[config.mk]
export PLATFORM = sky130hd
export DESIGN_NAME = rate_thinner
export DESIGN_NICKNAME = d
export VERILOG_FILES = /design/src/rtl/rate_thinner_pkg.sv /design/src/rtl/rt_rate_latch.sv /design/src/rtl/rt_accum.sv /design/src/rtl/rt_gate.sv /design/src/rtl/rate_thinner.sv
export SDC_FILE = /design/constraint.sdc
export NUM_CORES = 1
export LEC_CHECK = 0
export BUFFER_PORTS_ARGS = -buffer_cell sky130_fd_sc_hd__buf_2
export CORE_MARGIN = 5
export CORE_UTILIZATION = 30
export DETAILED_ROUTE_END_ITERATION = 10
export PLACE_DENSITY_LB_ADDON = 0.15
export SLEW_MARGIN = 20
export SYNTH_ARGS = -nofsm -noshare
export SYNTH_HDL_FRONTEND = slang
export SYNTH_SLANG_ARGS = --single-unit
[constraint.sdc]
create_clock -name clk_i -period 1.05 [get_ports clk_i]
set_input_delay 0.1575 -clock clk_i [delete_from_list [all_inputs] [get_ports clk_i]]
set_output_delay 0.1575 -clock clk_i [all_outputs]
set_load 0.005 [all_outputs]
[src/rtl/rate_thinner_pkg.sv]
package rate_thinner_pkg;
  typedef enum logic {
    GATE_DROP = 1'b0,
    GATE_PASS = 1'b1
  } gate_e;
endpackage

[src/rtl/rt_rate_latch.sv]
module rt_rate_latch #(
  parameter int RATE_W = 8
) (
  input  logic              clk_i,
  input  logic              rst_ni,
  input  logic              pulse_i,
  input  logic [RATE_W-1:0] rate_i,
  output logic [RATE_W-1:0] phase_o,
  output logic [RATE_W-1:0] rate_eff_o
);
  logic [RATE_W-1:0] phase_q, phase_d;
  logic [RATE_W-1:0] rate_q, rate_d;
  logic              at_start;
  logic              phase_en, rate_en;

  assign at_start = (phase_q == '0);
  assign phase_en = pulse_i;
  assign rate_en  = pulse_i && at_start;

  always_comb begin
    phase_d = phase_q + 1'b1;
    rate_d  = rate_i;
  end

  always_ff @(posedge clk_i or negedge rst_ni) begin
    if (!rst_ni) begin
      phase_q <= '0;
      rate_q  <= '0;
    end else begin
      if (phase_en) phase_q <= phase_d;
      if (rate_en)  rate_q  <= rate_d;
    end
  end

  assign phase_o    = phase_q;
  assign rate_eff_o = at_start ? rate_i : rate_q;

  AST_RATE_HELD: assert property (@(posedge clk_i) disable iff (!rst_ni)
    !(pulse_i && phase_q == '0) |=> $stable(rate_q));
endmodule

[src/rtl/rt_accum.sv]
module rt_accum #(
  parameter int RATE_W = 8
) (
  input  logic              clk_i,
  input  logic              rst_ni,
  input  logic              pulse_i,
  input  logic [RATE_W-1:0] rate_eff_i,
  input  logic [RATE_W-1:0] phase_i,
  output logic              carry_o
);
  localparam int SUM_W = RATE_W + 1;

  logic [RATE_W-1:0] acc_q, acc_d;
  logic [SUM_W-1:0]  sum;

  always_comb begin
    sum   = {1'b0, acc_q} + {1'b0, rate_eff_i};
    acc_d = sum[RATE_W-1:0];
  end

  always_ff @(posedge clk_i or negedge rst_ni) begin
    if (!rst_ni) acc_q <= '0;
    else if (pulse_i) acc_q <= acc_d;
  end

  assign carry_o = sum[RATE_W];

  AST_EMPTY_AT_WRAP: assert property (@(posedge clk_i) disable iff (!rst_ni)
    (phase_i == '0) |-> (acc_q == '0));
endmodule

[src/rtl/rt_gate.sv]
module rt_gate
  import rate_thinner_pkg::*;
(
  input  logic clk_i,
  input  logic rst_ni,
  input  logic pulse_i,
  input  logic carry_i,
  output logic pulse_o
);
  gate_e sel;
  logic  out_d, out_q;

  always_comb begin
    sel   = (pulse_i && carry_i) ? GATE_PASS : GATE_DROP;
    out_d = (sel == GATE_PASS);
  end

  always_ff @(posedge clk_i or negedge rst_ni) begin
    if (!rst_ni) out_q <= 1'b0;
    else         out_q <= out_d;
  end

  assign pulse_o = out_q;
endmodule

[src/rtl/rate_thinner.sv]
module rate_thinner #(
  parameter int RATE_W = 8
) (
  input  logic              clk_i,
  input  logic              rst_ni,
  input  logic              pulse_i,
  input  logic [RATE_W-1:0] rate_i,
  output logic              pulse_o
);
  logic [1:0]        rst_sync_q;
  logic              rst_n_s;
  logic [RATE_W-1:0] phase;
  logic [RATE_W-1:0] rate_eff;
  logic              carry;

  always_ff @(posedge clk_i or negedge rst_ni) begin
    if (!rst_ni) rst_sync_q <= 2'b00;
    else         rst_sync_q <= {rst_sync_q[0], 1'b1};
  end
  assign rst_n_s = rst_sync_q[1];

  rt_rate_latch #(.RATE_W(RATE_W)) u_latch (
    .clk_i      (clk_i),
    .rst_ni     (rst_n_s),
    .pulse_i    (pulse_i),
    .rate_i     (rate_i),
    .phase_o    (phase),
    .rate_eff_o (rate_eff)
  );

  rt_accum #(.RATE_W(RATE_W)) u_accum (
    .clk_i      (clk_i),
    .rst_ni     (rst_n_s),
    .pulse_i    (pulse_i),
    .rate_eff_i (rate_eff),
    .phase_i    (phase),
    .carry_o    (carry)
  );

  rt_gate u_gate (
    .clk_i   (clk_i),
    .rst_ni  (rst_n_s),
    .pulse_i (pulse_i),
    .carry_i (carry),
    .pulse_o (pulse_o)
  );

  AST_NO_NEW_PULSE: assert property (@(posedge clk_i) disable iff (!rst_n_s)
    pulse_o |-> $past(pulse_i));
  AST_ZERO_BLOCKS: assert property (@(posedge clk_i) disable iff (!rst_n_s)
    (pulse_i && rate_eff == '0) |=> !pulse_o);
  AST_FULL_PASSES: assert property (@(posedge clk_i) disable iff (!rst_n_s)
    (pulse_i && rate_eff == '1 && phase != '0) |=> pulse_o);
  AST_FULL_DROPS_FIRST: assert property (@(posedge clk_i) disable iff (!rst_n_s)
    (pulse_i && rate_eff == '1 && phase == '0) |=> !pulse_o);
endmodule

==> Word level (Yosys, flattened, before mapping) <==
Cells that the tools add are included.
{ "totals": {"word_cells": 12, "input_bits": 11, "output_inout_bits": 1, "register_bits": 27} }
{ "classes": {"n_mux": 2, "reduce_logical": 3, "add_sub_neg": 2} }
{ "ops": {"columns": ["op", "n"], "rows": [
  ["adder 8 x 8 -> 9 bit", 1],
  ["adder 8 x 1 -> 8 bit (second input constant)", 1],
  ["logical NOT 8 bit", 1],
  ["two-way mux 8 bit", 1],
  ["logical AND 1 bit", 2],
  ["two-way mux 1 bit", 1]
]} }

==> Depth between registers and ports, before layout <==
{ "logic_depth": {"ltp_word": 5, "ltp_mapped": 10, "depth_no_buf": 10} }

==> Modules after synthesis <==
A second synthesis with hierarchy kept.
{ "hier_totals": {"cells_unflattened": 139, "hier_area_um2": 1537.7} }
{ "modules_own_cells": {"columns": ["mod", "seq_area_each_um2", "area_each_um2", "n_inst", "cells_each"], "rows": [
  ["rt_rate_latch", 400.4, 795.8, 1, 61],
  ["rt_accum", 200.2, 656.9, 1, 73],
  ["rate_thinner", 50.0, 53.8, 1, 3],
  ["rt_gate", 25.0, 31.3, 1, 2]
]} }

==> Worst setup path before layout <==
Ideal clock, no wire load.
{ "synth_timing": {"kind": "flip-flop to flip-flop", "from": "register u_latch.phase_q[3] (netlist: u_latch.phase_o[3])", "to": "register u_gate.out_q (netlist: u_gate.pulse_o)", "period_less_slack_ps": 2740, "t_arrival_ps": 2616, "slack_ps": -1690, "setup_time_ps": 124, "path_buffers": 0, "required_time_ps": 926, "path_stages_with_launch": 10, "path_cell_list": "dfrtp_1 > nor4_4 > nand3_2 > mux2_2 > ha_1 > fa_1 > a211oi_1 > o21a_1 > nor2_1 > o31a_1"} }
{ "synth_between": {"elab_chain_len": 5} }
{ "synth_rtl": {"columns": ["element", "line_no", "source"], "rows": [
  ["start: declaration", "rt_rate_latch.sv:11", "logic [RATE_W-1:0] phase_q, phase_d;"],
  ["start signal: assignment", "rt_rate_latch.sv:30", "if (phase_en) phase_q <= phase_d;"],
  ["logical NOT 8 bit", "rt_rate_latch.sv:16", "assign at_start = (phase_q == '0);"],
  ["two-way mux 8 bit", "rt_rate_latch.sv:36", "assign rate_eff_o = at_start ? rate_i : rate_q;"],
  ["adder 8 x 8 -> 9 bit", "rt_accum.sv:17", "sum = {1'b0, acc_q} + {1'b0, rate_eff_i};"],
  ["logical AND 1 bit", "rt_gate.sv:14", "sel = (pulse_i && carry_i) ? GATE_PASS : GATE_DROP;"],
  ["two-way mux 1 bit", "rt_gate.sv:14", null],
  ["via u_gate.out_d", "rt_gate.sv:11", "logic out_d, out_q;"],
  ["end signal: assignment", "rt_gate.sv:20", "else out_q <= out_d;"],
  ["end: declaration", "rt_gate.sv:11", null]
]} }
The timed path passes the listed nets, and every way through them passes these cells.
A chain may end at the register's enable or synchronous reset.

==> Worst setup path in the final report <==
{ "layout_timing": {"from": "register u_latch.phase_q[7] (netlist: u_latch.phase_o[7])", "to": "register u_gate.out_q (netlist: u_gate.pulse_o)"} }
Same word-level chain as after synthesis.

==> impl_metrics.tcl <==
set metrics [dict create \
    ys_ff_latch 27 \
    worst_slack_ns -1.487 \
    clock_skew_ns 0.01026 \
    p_leak_nw 1.004 \
    post_synth_edffs 0 \
    placement.io_buffers 11 \
    worstSetupPathType "reg -> reg" \
    critPathTopFamily "compound AO/OA/AOI/OAI gates" \
    layout.cells.non_filler 245 \
    floorplan.die.height_um 80.54 \
    grt-busiest-layer "met2" \
    clk_transition_reported_paths_ns 0.11 \
    timing.final.hold_violations 0 \
    maxClockFrequency_mhz 394.1 \
    grt_util_all_layers 0.1198 \
    routing_usage_on_met3 0.03587 \
    total_number_of_nets_in_the_final_design 201 \
    timing.critical_path.from_type "flop" \
    placedCellCount 235 \
    cts-buffers-inserted 3 \
    row_count 25 \
    setup_violations 21 \
    grt_start_max_net_pins 26 \
    power_per_cell_area_mw_per_mm2 3399 \
    globalRouteOverflowTotal 0 \
    synth_top_cells_by_area "dfrtp_1 45%, mux2_2 14%, ha_1 8.4%" \
    pin_count 12 \
    cp_slowest_stage_delay_ns 0.42 \
    gp_congestion 0.7993 \
    crit_path_max_fanout 3 \
    setup_repair_after_global_routing_missed_its_margin "true" \
    post_route_cells_drive_above_1_share 0.5562 \
    fp.coreArea_mm2 0.004786 \
    timing.critical_path.arrival_ns 2.72 \
    cp.required_ns 1.23 \
    clock_tree.buffer_depth 2 \
    post_synth_top_cells "27 x dfrtp_1, 18 x mux2_2, 10 x ha_1, 8 x o21ai_0, 7 x nor2_1" \
    irDropWorstVdd_mv 1.328 \
    synth_net_count 149 \
    multiInputGateArea_mm2 0.001042 \
    area.sequential_um2 675.6 \
    routed_wire_length_per_instance_um 14.04 \
    worst_skew_pair.late_latency_ns 0.28 \
    die_w_um 80.54 \
    via_per_inst 4.657 \
    slew_viol_final 0 \
    post_route_core_utilization 0.4745 \
    post-route-drc-count 0 \
    hold_path_class "in -> reg" \
    cpMaxStageDelayCell "dfrtp_1" \
    synth_top_cell_by_area "dfrtp_1" \
    syn_warnings 0 \
    detailed_place_hpwl_um 2491 \
    drt.antenna.violating_nets 0 \
    antenna_found_initial 0 \
    syn_inst 127 \
    antennaDiodeCount 0 \
    failed_checks "setup timing" \
    drv_cap 0 \
    initial_util 0.3119 \
    layout_worst_path_cycle_share 2.417 \
    seq_area_frac_synth 0.4526 \
    total_number_of_h_tree_levels 1 \
    number_of_global_route_vias_before_repair 1257 \
    cp_cell_sequence "nor4_4 -> nand3_4 -> buf_6 -> mux2_4 -> fa_2 -> a211oi_4 -> o21a_1 -> nor2_1 -> o31a_1" \
    clock_tree.root_cell "clkbuf_8" \
    synth_top_area_frac 0.4526 \
    synth_area_per_cell_um2 11.75 \
    vias 1141 \
    cp_num_buf_inv 1 \
    global_route_wire_length_before_repair_um 5906 \
    synth.cell_area_mm2 0.001493 \
    drt-total-wl_um 3441 \
    cts_tree "done" \
    synth_most_common_cell "dfrtp_1" \
    fin_worst_hold_slack_ns 0.1156 \
    synth_flop_cell "dfrtp_1" \
    period_needed_ns 2.537 \
    detailedRoute.firstPassIterationCount 4 \
    endpoint_type_of_the_worst_setup_path "flop" \
    sink_count 27 \
    groute.layer.met1.usage 0.1540 \
    detailedRoute.firstIterationViolations 20 \
    fillerInstances 436 \
    power_mw 7.719 \
    area_growth_syn_to_layout_pct 52.14 \
    synth.lib_cells_used.distinct 36 \
    result_of_the_run "finished with violations" \
    fp.dieArea_mm2 0.006486 \
    proportion_of_synthesized_flip_flops_having_asynchronous_set_or_reset 1.000 \
    grt_use_met2 0.1962 \
]
==> flip-flops by register name (all words and copies together), names as in the netlist <==
signal	count
u_latch.rate_q	8
rst_sync_q	2
u_accum.acc_q	8
u_gate.pulse_o	1
u_latch.phase_o	8
==> path summary, 6_finish.rpt <==
path / endpoint / cells past startpoint / slack (ns) / startpoint
max: u_gate.pulse_o / 9 / -1.49 / u_latch.phase_o[7]
min reg2reg: u_latch.phase_o[0] / 1 / 0.24 / rst_sync_q[1]
min in group asynchronous: rst_sync_q[0] / 2 / 0.17 / rst_ni
max in group asynchronous: u_accum.acc_q[0] / 1 / 0.54 / rst_sync_q[1]
min: u_latch.rate_q[5] / 2 / 0.12 / rate_i[5]
max reg2reg: u_gate.pulse_o / 9 / -1.49 / u_latch.phase_o[7]
==> area by class of cell <==
cell class,count,area share
inverter,4,0.006612
timing repair buffer,50,0.1780
multi-input combinational,93,0.4590
clock inverter,1,0.003857
sequential,27,0.2975
tap,67,0.03691
clock buffer,3,0.01818
==> worst register-to-register path: cells and delay by family (launching register included) <==
kind,cells,cell delay [ns]
AOI/OAI and AO/OA,3,0.64
muxes,1,0.32
and+or+nand+nor,3,0.53
buffers and inverters,1,0.14
DFF,1,0.42
adders and majority gates,1,0.40
==> per-layer routing <==
layer  part of all wire  wire length [um]
met1               0.47              1634
met2               0.48              1651
met3              0.037               127
met4             0.0076                26
met5                  0                 0
==> timing repair <==
item	in CTS	in global routing
hold buffers	1	0
endpoints found under the hold margin	2	0
setup endpoints to repair	21	21
resized for setup	27	8
buffers inserted	4	5
pin swaps	18	13
==> layout by cell type (no fill, tap or decap), types with 2 or more instances in the layout <==
master,instances
nand3_4,2
xor2_1,3
xnor2_1,3
a21o_1,2
dfrtp_1,27
clkbuf_8,3
o21ai_2,2
o21ai_0,4
nand4_1,2
nand2_1,4
nor2_1,7
a211oi_2,3
buf_4,26
mux2_2,12
inv_2,2
a211oi_4,2
nor4_4,2
nand3b_1,2
nor3b_1,2
buf_2,11
ha_4,7
inv_1,2
ha_1,3
buf_6,11
nor3_1,2
mux2_4,6
==> metrics by stage <==
stage                     worst slack, ns  setup TNS [ns]  instance area (um^2)
after floorplan                    -1.552          -14.02                  1607
after global placement             -1.474          -16.08                  1992
after detailed placement           -1.515          -16.55                  1992
after CTS                          -1.493          -16.55                  2223
after global routing               -1.594          -17.77                  2271
final                              -1.487          -15.78                  2271
==> cell families (layout without fill, tap and decap cells) <==
family | count (synthesis) | in the layout | synth area share
flops | 27 | 27 | 0.4526
other cells | 1 | 1 | 0.002512
buf+inv | 7 | 58 | 0.01927
xor+xnor | 8 | 8 | 0.04694
compound gates | 26 | 26 | 0.1190
simple gates | 28 | 28 | 0.1199
mux | 19 | 19 | 0.1425
fa+ha+maj | 11 | 11 | 0.09723
==> where the power goes <==
group          total (mW)  internal (mW)  switching [mW]
Combinational        5.22           2.99            2.23
Sequential           1.85           1.50           0.354
Clock               0.648          0.279           0.369
No activity file was read; power rests on OpenSTA's default activity.
